**config.mk**
```make
export PLATFORM = sky130hd
export DESIGN_NAME = ipt_unit
export DESIGN_NICKNAME = d
export VERILOG_FILES = /design/src/rtl/ipt_pkg.sv /design/src/rtl/ipt_decode.sv /design/src/rtl/ipt_ipi_bank.sv /design/src/rtl/ipt_tmr_bank.sv /design/src/rtl/ipt_rd_port.sv /design/src/rtl/ipt_unit.sv
export SDC_FILE = /design/constraint.sdc
export NUM_CORES = 1
export LEC_CHECK = 0
export ABC_AREA = 1
export BUFFER_PORTS_ARGS = -buffer_cell sky130_fd_sc_hd__buf_2
export CAP_MARGIN = 20
export CELL_PAD_IN_SITES_DETAIL_PLACEMENT = 1
export CELL_PAD_IN_SITES_GLOBAL_PLACEMENT = 1
export CORE_UTILIZATION = 23
export CTS_CLUSTER_SIZE = 8
export DETAILED_ROUTE_END_ITERATION = 12
export PLACE_DENSITY_LB_ADDON = 0.25
export SYNTH_ARGS = -nofsm -noshare
export SYNTH_HDL_FRONTEND = slang
export SYNTH_HIERARCHICAL = 1
export SYNTH_SLANG_ARGS = --single-unit
```
**constraint.sdc**
```tcl
create_clock -name clk -period 1.2 [get_ports clk]
set_clock_uncertainty 0.05 [all_clocks]
set_input_delay 0.18 -clock clk [delete_from_list [all_inputs] [get_ports clk]]
set_output_delay 0.18 -clock clk [all_outputs]
set_load 0.02 [all_outputs]
```
**src/rtl/ipt_pkg.sv**
```systemverilog
package ipt_pkg;
  typedef enum logic [1:0] {
    REG_CTRL     = 2'd0,
    REG_IPI_SET  = 2'd1,
    REG_IPI_STAT = 2'd2,
    REG_TMR_STAT = 2'd3
  } reg_sel_e;

  localparam int FIELD_W    = 4;
  localparam int POST_LSB   = 12;
  localparam int IDROP_LSB  = 8;
  localparam int TDROP_LSB  = 4;
  localparam int ACCEPT_BIT = 28;

  typedef struct packed {
    logic [FIELD_W-1:0] ipi_post;
    logic [FIELD_W-1:0] ipi_drop;
    logic [FIELD_W-1:0] tmr_drop;
  } op_t;
endpackage

```
**src/rtl/ipt_decode.sv**
```systemverilog
module ipt_decode
  import ipt_pkg::*;
#(
  parameter int NCPU = 4,
  parameter int DW   = 32
) (
  input  logic          acc_valid,
  input  logic          acc_write,
  input  logic [1:0]    acc_addr,
  input  logic [DW-1:0] acc_wdata,
  output op_t           op,
  output logic          empty_err,
  output logic          unsup
);
  localparam logic [FIELD_W-1:0] CPU_MASK = FIELD_W'((1 << NCPU) - 1);

  logic               wr;
  logic [FIELD_W-1:0] low_sel;

  assign wr      = acc_valid && acc_write;
  assign low_sel = acc_wdata[FIELD_W-1:0] & CPU_MASK;

  always_comb begin
    op        = '0;
    empty_err = 1'b0;
    unsup     = 1'b0;
    if (wr) begin
      unique case (reg_sel_e'(acc_addr))
        REG_CTRL: begin
          op.ipi_post = acc_wdata[POST_LSB  +: FIELD_W] & CPU_MASK;
          op.ipi_drop = acc_wdata[IDROP_LSB +: FIELD_W] & CPU_MASK;
          op.tmr_drop = acc_wdata[TDROP_LSB +: FIELD_W] & CPU_MASK;
          unsup = (op == '0) && !acc_wdata[ACCEPT_BIT];
        end
        REG_IPI_SET: begin
          op.ipi_post = low_sel;
          empty_err   = (low_sel == '0);
        end
        REG_IPI_STAT: begin
          op.ipi_drop = low_sel;
          empty_err   = (low_sel == '0);
        end
        REG_TMR_STAT: begin
          op.tmr_drop = low_sel;
          empty_err   = (low_sel == '0);
        end
        default: ;
      endcase
    end
  end
endmodule

```
**src/rtl/ipt_ipi_bank.sv**
```systemverilog
module ipt_ipi_bank #(
  parameter int NCPU = 4
) (
  input  logic            clk,
  input  logic            rst_n,
  input  logic [NCPU-1:0] post_sel,
  input  logic [NCPU-1:0] drop_sel,
  output logic [NCPU-1:0] pend,
  output logic            warn
);
  logic [NCPU-1:0] redundant;

  for (genvar g = 0; g < NCPU; g++) begin : g_cpu
    logic after_post;
    assign after_post   = pend[g] | post_sel[g];
    assign redundant[g] = (post_sel[g] & pend[g]) | (drop_sel[g] & ~after_post);

    always_ff @(posedge clk) begin
      if (!rst_n) pend[g] <= 1'b0;
      else        pend[g] <= after_post & ~drop_sel[g];
    end
  end

  always_ff @(posedge clk) begin
    if (!rst_n) warn <= 1'b0;
    else        warn <= |redundant;
  end
endmodule

```
**src/rtl/ipt_tmr_bank.sv**
```systemverilog
module ipt_tmr_bank #(
  parameter int NCPU = 4
) (
  input  logic            clk,
  input  logic            rst_n,
  input  logic            tick,
  input  logic [NCPU-1:0] drop_sel,
  output logic [NCPU-1:0] pend
);
  for (genvar g = 0; g < NCPU; g++) begin : g_cpu
    always_ff @(posedge clk) begin
      if (!rst_n)    pend[g] <= 1'b0;
      else if (tick) pend[g] <= 1'b1;
      else           pend[g] <= pend[g] & ~drop_sel[g];
    end
  end
endmodule

```
**src/rtl/ipt_rd_port.sv**
```systemverilog
module ipt_rd_port
  import ipt_pkg::*;
#(
  parameter int NCPU = 4,
  parameter int DW   = 32
) (
  input  logic            clk,
  input  logic            rst_n,
  input  logic            acc_valid,
  input  logic            acc_write,
  input  logic [1:0]      acc_addr,
  input  logic [1:0]      acc_cpu,
  input  logic [NCPU-1:0] ipi_pend,
  input  logic [NCPU-1:0] tmr_pend,
  output logic            rd_valid,
  output logic [DW-1:0]   rd_data
);
  logic [DW-1:0] sel_data;

  always_comb begin
    unique case (reg_sel_e'(acc_addr))
      REG_CTRL:     sel_data = DW'(acc_cpu);
      REG_IPI_STAT: sel_data = DW'(ipi_pend);
      REG_TMR_STAT: sel_data = DW'(tmr_pend);
      default:      sel_data = '0;
    endcase
  end

  always_ff @(posedge clk) begin
    if (!rst_n) begin
      rd_valid <= 1'b0;
      rd_data  <= '0;
    end else begin
      rd_valid <= acc_valid && !acc_write;
      rd_data  <= (acc_valid && !acc_write) ? sel_data : '0;
    end
  end
endmodule

```
**src/rtl/ipt_unit.sv**
```systemverilog
module ipt_unit
  import ipt_pkg::*;
#(
  parameter int NCPU = 4,
  parameter int DW   = 32
) (
  input  logic            clk,
  input  logic            rst_n,
  input  logic            acc_valid,
  input  logic            acc_write,
  input  logic [1:0]      acc_addr,
  input  logic [DW-1:0]   acc_wdata,
  input  logic [1:0]      acc_cpu,
  input  logic            tick,
  output logic            rd_valid,
  output logic [DW-1:0]   rd_data,
  output logic [NCPU-1:0] ipi_irq,
  output logic [NCPU-1:0] tmr_irq,
  output logic            warn_pulse,
  output logic            err_pulse,
  output logic            unsup_pulse
);
  op_t  op;
  logic empty_err;
  logic unsup;

  ipt_decode #(.NCPU(NCPU), .DW(DW)) u_dec (
    .acc_valid (acc_valid),
    .acc_write (acc_write),
    .acc_addr  (acc_addr),
    .acc_wdata (acc_wdata),
    .op        (op),
    .empty_err (empty_err),
    .unsup     (unsup)
  );

  ipt_ipi_bank #(.NCPU(NCPU)) u_ipi (
    .clk      (clk),
    .rst_n    (rst_n),
    .post_sel (op.ipi_post[NCPU-1:0]),
    .drop_sel (op.ipi_drop[NCPU-1:0]),
    .pend     (ipi_irq),
    .warn     (warn_pulse)
  );

  ipt_tmr_bank #(.NCPU(NCPU)) u_tmr (
    .clk      (clk),
    .rst_n    (rst_n),
    .tick     (tick),
    .drop_sel (op.tmr_drop[NCPU-1:0]),
    .pend     (tmr_irq)
  );

  ipt_rd_port #(.NCPU(NCPU), .DW(DW)) u_rd (
    .clk       (clk),
    .rst_n     (rst_n),
    .acc_valid (acc_valid),
    .acc_write (acc_write),
    .acc_addr  (acc_addr),
    .acc_cpu   (acc_cpu),
    .ipi_pend  (ipi_irq),
    .tmr_pend  (tmr_irq),
    .rd_valid  (rd_valid),
    .rd_data   (rd_data)
  );

  always_ff @(posedge clk) begin
    if (!rst_n) begin
      err_pulse   <= 1'b0;
      unsup_pulse <= 1'b0;
    end else begin
      err_pulse   <= empty_err;
      unsup_pulse <= unsup;
    end
  end
endmodule

```
==> results.md, run 1 <==
- Hold_sp: acc_write
- Clock Latency Late Sink: 0.25 ns
- H-tree Lvls: 1
- Worst hold path class: in2reg
- First-pass GRT wire length: 5130 um
- Synth top cells by count: 58 x nand2_1, 30 x inv_1, 28 x buf_4
- Drc violations: 0
- Cts repair resizes: 4
- Layout cells sized above 1: 30.5%
- Dominant cells by area after synthesis: dfxtp_1 27%, nand2_1 18%, buf_4 17%, inv_1 9.4%, a21oi_1 6.2%
- F_max: just under 900 MHz
- CTS tree: yes
- CP max FO: 4
- Fin crit share: 93.8%
- Setup tns final: 0 ns
- Reg clk slew, reported paths: 0.06 ns
- Worst IR drop on VDD: 348 uV
- Critical path type: in2reg
- Worst Path Required: 1.34 ns
- Final setup viols: 0
- Die width: 74.3 um
- Ys async rst share: 0%
- DR iter-0 viols: 39
- Cell variety after synth: 15
- Minimum clock period: 1.13 ns
- #FFs+latches synth: 16
- R2r worst-path depth: 5
- Hold Path End: u_rd/rd_valid
- Max cap viols: 0
- WL/cell: 10.4 um
- Startpoint types: input port
- Area share of the largest cell type after synthesis: 26.6%
- HPWL after DPL: 2850 um
- Die Y: 74.3 um
- CTS Root Cell: clkbuf_8
- Die area: 0.00553 sq mm
- TritonCTS Sinks: 16
- Pre-antenna DRT Iters: 4
- Antenna-violating nets left: 0
- Starting Density: 24.7%
- Core area: between 0.004 and 0.005 sq mm
- Initial antenna violation count: 0
- Port Buffers: a little over 40
- Postcts setup bufs: 0
- Cell Pwr Density: 896 mW/mm^2
- Number of diodes: 0
- Top_reg_cell synth: dfxtp_1
- Post-Route WL: 3290 um
- Io pins: 85
- Syn Area/Cell: 6.20 sq um
- Vias: 1220
- Worst hold path depth: 2
- GRT Util Overall: 12.4%
- Total grt overflow: 0
- Non-Filler Cell Area, Final: 0.00158 sq mm
- Placed inst area: between 0.001 and 0.0015 sq mm
- Leak Pwr: 0.000886 uW
- Post-route core utilization: between 30% and 40%
- Nets@finish: 296
- Post-Syn Area: between 0.001 and 0.0015 sq mm
- R2r endpoint: u_ipi/warn
- Register-to-register setup slack: 0.28 ns
- Gpl congestion: 0.750
- Hold_buf cts: 0
- Vias/cell: 3.86
- R2R Path Start: u_ipi/pend[1]
- Biggest area consumer among synthesized cells: dfxtp_1
- Rows: 25
- Status: complete, no violations
- Post-synth EDFFs: 0
- Pin count of the biggest net entering global routing: 12
- Maximum number of buffers from clock root to sink: 2
- Number of global-route vias before repair: 1189
- Area grow syn2layout: 31.5%
- Arr. time, crit path: 1.26 ns
- Final Max Tran Viols: 0
- Worst Setup End Kind: flop
- Most frequent cell after synthesis: nand2_1
- Sequential-to-total area share from yosys stat: 26.6%
- Total CTS buffers: 3
- Ys Warns: 6
- Final hold vios: 0
- RSZ-0062 raised after global routing: true
- Cell count after synthesis: between 150 and 200
## layout make-up
class	count	area [sq um]
well taps	67	83.8
repair buffers	55	323
fillers	666	3300
multi-input cells	141	677
clock buffers	4	55.1
flip-flops and latches	16	320
inverters	33	124
## power breakdown
| part | total (uW) | switching [uW] | internal, uW |
|---|---|---|---|
| logic | 373 | 247 | 126 |
| clock network | 480 | 188 | 291 |
| registers | 566 | 14.4 | 552 |
| total | 1420 | 450 | 969 |
## metal layers
metal	routed length, um	vias up	track usage, %
met2	1640	35	23.1
li1	-	635	-
met3	171	4	2.98
met4	36	0	3.14
met1	1440	546	14.1
met5	0	-	0
## registers in the layout, summed over array words and instances, names as in the netlist
signal	count
u_tmr/pend	4
u_rd/rd_data	4
err_pulse	1
u_ipi/pend	4
unsup_pulse	1
u_rd/rd_valid	1
u_ipi/warn	1
## worst max path at each step
stage                start         end
2_1_floorplan  acc_addr[0]  u_ipi/warn
5_1_grt        acc_addr[0]  u_ipi/warn
4_1_cts        acc_addr[1]  u_ipi/warn
3_3_place_gp   acc_addr[1]  u_ipi/warn
6_report       acc_addr[0]  u_ipi/warn
3_5_place_dp   acc_addr[1]  u_ipi/warn
## logic make-up after synthesis
family          synth area share [%]
simple gates                    29.9
buf+inv                         30.0
compound gates                  7.90
flops                           26.6
fa+ha+maj                       5.20
other cells                    0.312
## placed cells by master (no fill, tap or decap), drive strengths merged
master / Yosys / layout
buf: 31 / 55
conb: 1 / 28
nand3: 10 / 10
nor3: 5 / 5
clkbuf: 0 / 4
a21oi: 15 / 15
inv: 33 / 33
dfxtp: 16 / 16
nand2: 58 / 58
ha: 5 / 5
nor2: 16 / 16
o21ai: 4 / 4
## critical path: stages
cell	delay [ns]
buf_2	0.11
inv_1	0.10
buf_4	0.13
ha_2	0.20
nand2_1	0.07
a21oi_1	0.18
nand2_1	0.08
nand2_1	0.06
nor2_1	0.04
a21oi_1	0.10
## per-stage QoR
stage | std cells | worst slack, ns | hold WS, ns | total power (uW)
6_report | 316 | 0.0748 | 0.0903 | 1420
2_1_floorplan | 221 | 0.00216 | 0.215 | 866
3_3_place_gp | 312 | -0.250 | 0.341 | 938
3_5_place_dp | 312 | -0.293 | 0.355 | 942
4_1_cts | 316 | 0.00338 | 0.0833 | 1440
5_1_grt | 316 | -0.0198 | 0.0801 | 1510
Note: power is estimated with default switching activity, not from simulation.
==> run 2: changes to the inputs <==
--- a/config.mk
+++ b/config.mk
@@ -5,12 +5,11 @@
 export SDC_FILE = /design/constraint.sdc
 export NUM_CORES = 1
 export LEC_CHECK = 0
-export ABC_AREA = 1
 export BUFFER_PORTS_ARGS = -buffer_cell sky130_fd_sc_hd__buf_2
 export CAP_MARGIN = 20
 export CELL_PAD_IN_SITES_DETAIL_PLACEMENT = 1
 export CELL_PAD_IN_SITES_GLOBAL_PLACEMENT = 1
-export CORE_UTILIZATION = 23
+export CORE_UTILIZATION = 24
 export CTS_CLUSTER_SIZE = 8
 export DETAILED_ROUTE_END_ITERATION = 12
 export PLACE_DENSITY_LB_ADDON = 0.25
==> run 2 against run 1 <==
Effect of this change: final cell count fell by 24%; hold slack improved by 0.048 ns; setup slack got worse by 0.046 ns; flip-flop and latch count did not move; register-to-register slack got worse by 0.15 ns; synthesized cell count fell by 36%; largest cell class unchanged; highest routed layer unchanged.
==> results.md, run 2 <==
- Pre-CTS setup slack: -0.382 ns (was -0.293 ns)
- Pre-antenna DRT Iters: 2 (was 4)
- Ys async rst share: 0% (unchanged)
- First-pass GRT wire length: 5070 um (was 5130 um)
- Nets@finish: 234 (was 296)
- Startpoint types: input port (unchanged)
- Most frequent cells in the layout: 39 x buf_2, 28 x conb_1, 20 x buf_4, 16 x dfxtp_1, 11 x nor2_1 (was 58 x nand2_1, 41 x buf_2, 29 x inv_1, 28 x conb_1, 16 x dfxtp_1)
- CTS Root Cell: clkbuf_8 (unchanged)
- Leak Pwr: 0.000753 uW (was 0.000886 uW)
- Total CTS buffers: 3 (unchanged)
- Drc violations: 0 (unchanged)
- #FFs+latches synth: 16 (unchanged)
- Synth top cells by count: 29 x buf_4, 16 x dfxtp_1, 14 x a22oi_1, 14 x nor2_1, 8 x nor3_1 (was 58 x nand2_1, 30 x inv_1, 28 x buf_4)
- Total internal power: 1020 uW (was 969 uW)
- Commonest non-fill, non-tap cell in the layout: buf_2 (was nand2_1)
- Sequential power share: 38.3% (was 39.9%)
- Cell Pwr Density: 933 mW/mm^2 (was 896 mW/mm^2)
- DR iter-0 viols: 18 (was 39)
- Area of the multi-input gates: 723 sq um (was 677 sq um)
- Max cap viols: 0 (unchanged)
- Syn Area/Cell: 8.78 sq um (was 6.20 sq um)
- R2R Path Start: u_ipi/pend[3] (was u_ipi/pend[1])
- Hold_ws: 0.139 ns (was 0.0903 ns)
- Most frequent cell after synthesis: buf_4 (was nand2_1)
- Number of global-route vias before repair: 1101 (was 1189)
- Die Y: 69.6 um (was 74.3 um)
- Register-to-register setup slack: 0.13 ns (was 0.28 ns)
- Switching share of power: 31.4% (was 31.7%)
- F_max: 854 MHz (was 889 MHz)
- Ys Warns: 6 (unchanged)
- Fin cells: 239 (was 316)
- Combinational share of power: 28.4% (was 26.3%)
- WL/cell: 13.3 um (was 10.4 um)
- Fin crit share: 97.6% (was 93.8%)
- Area grow syn2layout: 44.6% (was 31.5%)
- H-tree Lvls: 1 (unchanged)
- Port Buffers: 41 (unchanged)
- Cell count after synthesis: 125 (was 194)
- Critical path type: in2reg (unchanged)
- Hold Path End: u_tmr/pend[0] (was u_rd/rd_valid)
- Clock power frac: 33.3% (was 33.8%)
- Minimum clock period: 1.17 ns (was 1.13 ns)
- Setup ws final: 0.0286 ns (was 0.0748 ns)
- Setup tns final: 0 ns (unchanged)
- Dominant cells by area after synthesis: dfxtp_1 29%, buf_4 20%, a22oi_1 9.6%, ha_1 5.7%, nor2b_4 5.0% (was dfxtp_1 27%, nand2_1 18%, buf_4 17%, inv_1 9.4%, a21oi_1 6.2%)
- Storage element area: 320 sq um (unchanged)
- Antenna-violating nets left: 0 (unchanged)
- CTS tree: yes (unchanged)
- Sequential-to-total area share from yosys stat: 29.2% (was 26.6%)
- Top_reg_cell synth: dfxtp_1 (unchanged)
- Post-Syn Area: 0.00110 sq mm (was 0.00120 sq mm)
- Final setup viols: 0 (unchanged)
- Post-Route WL: 3180 um (was 3290 um)
- Worst Setup End Kind: flop (unchanged)
- Layout cells sized above 1: 47.6% (was 30.5%)
- DP Cell Count: 234 (was 312)
- Biggest area consumer among synthesized cells: dfxtp_1 (unchanged)
- Switching power of the nets: 465 uW (was 450 uW)
- CP max FO: 7 (was 4)
- Die area: 0.00485 sq mm (was 0.00553 sq mm)
- TritonCTS Sinks: 16 (unchanged)
- Number of diodes: 0 (unchanged)
- Starting Density: 25.0% (was 24.7%)
- Rows: 24 (was 25)
- Clock Latency Late Sink: 0.25 ns (about the same)
- Io pins: 85 (unchanged)
- Cell variety after synth: 28 (was 15)
- Worst hold path class: in2reg (unchanged)
- Final hold vios: 0 (unchanged)
- Gpl congestion: 0.796 (was 0.750)
- Initial antenna violation count: 0 (unchanged)
- Vias/cell: 4.40 (was 3.86)
- Hold_buf cts: 0 (unchanged)
- Worst Path Required: 1.28 ns (was 1.34 ns)
- Maximum number of buffers from clock root to sink: 2 (unchanged)
- Top Registers: u_ipi/pend: 4 flops, u_rd/rd_data: 4 flops, u_tmr/pend: 4 flops (unchanged)
- Hold_sp: tick (was acc_write)
- Pin count of the biggest net entering global routing: 10 (was 12)
- GRT Util Overall: 13.0% (was 12.4%)
- Die width: 69.6 um (was 74.3 um)
- Worst hold path depth: 2 (unchanged)
- Worst IR drop on VDD: 465 uV (was 348 uV)
- HPWL after DPL: 2660 um (was 2850 um)
- R2r endpoint: u_ipi/warn (unchanged)
- Area share of the largest cell type after synthesis: 29.2% (was 26.6%)
- Vias: 1051 (was 1220)
- Total grt overflow: 0 (unchanged)
- Final Max Tran Viols: 0 (unchanged)
- Post-synth EDFFs: 0 (unchanged)
- Setup crit start: acc_addr[1] (was acc_addr[0])
- Arr. time, crit path: 1.25 ns (was 1.26 ns)
- Reg clk slew, reported paths: 0.07 ns (was 0.06 ns)
- R2r worst-path depth: 3 (was 5)
- Status: complete, no violations (unchanged)
- Fill count: 542 (was 666)
- Core area: 0.00438 sq mm (was 0.00488 sq mm)
-- run 2: cell count changes after synthesis, sizes merged, moves of 6 or more --
cell   change
a22oi     +14
a21oi     -13
nand3     -10
inv       -30
nor2b      +6
nand2     -56
-- run 2: area by class of cell --
cell class,instances,area share [%]
Sequential cell,16,20.2
Clock buffer,4,3.47
Inverter,3,1.97
Tap cell,52,4.10
Multi-Input combinational cell,102,45.6
Timing Repair Buffer,62,24.7
-- run 2: worst max-delay path: stages --
cell	delay [ns]
buf_8	0.11
buf_4	0.16
ha_2	0.21
a22oi_1	0.19
nor2_1	0.10
a22oi_1	0.18
a31oi_1	0.11
-- run 2: worst max-delay path by stage --
stage                               end  cells after the start
final                        u_ipi/warn                      7
after global routing         u_ipi/warn                      7
after global placement    u_tmr/pend[2]                      8
after floorplan              u_ipi/warn                      8
after CTS                    u_ipi/warn                      7
after detailed placement     u_ipi/warn                      8
-- run 2: metal layers --
metal	GRT usage (%)	share of wire, %	vias up
li1	-	-	507
met1	13.4	38	508
met2	26.9	57	34
met3	2.76	4.5	2
met4	2.00	0.35	0
met5	0	0	-
-- run 2: logic make-up (layout without fill, tap and decap cells) --
logic type                 after synthesis  in the layout  share of synthesized area [%]
buffers and inverters                   34             69                           21.7
DFF                                     16             16                           29.2
other                                    1             28                          0.342
AOI/OAI and AO/OA                       25             25                           16.9
adders and majority gates                5              5                           5.70
and+or+nand+nor                         40             40                           22.6
muxes                                    4              4                           3.65
-- run 2: through the flow --
stage	utilization (%)	power (uW)	cell area [sq um]
5_1_grt	36.2	1550	1590
2_1_floorplan	-	876	1240
3_3_place_gp	32.6	953	1430
4_1_cts	34.9	1470	1530
6_report	36.2	1480	1590
3_5_place_dp	32.6	963	1430
-- run 2: repair_timing --
action,in CTS,in global routing
setup buffers,0,1
endpoints found under the setup margin,6,3
pin swaps,3,6
endpoints found under the hold margin,0,0
resized for setup,10,12
-- run 2: power groups by stage --
stage               Sequential (uW)  Clock, uW  Combinational [uW]
detailed placement              580          0                 383
global route                    571        524                 450
CTS                             568        503                 398
global placement                579          0                 374
finish                          567        493                 421
floorplan                       602          0                 274
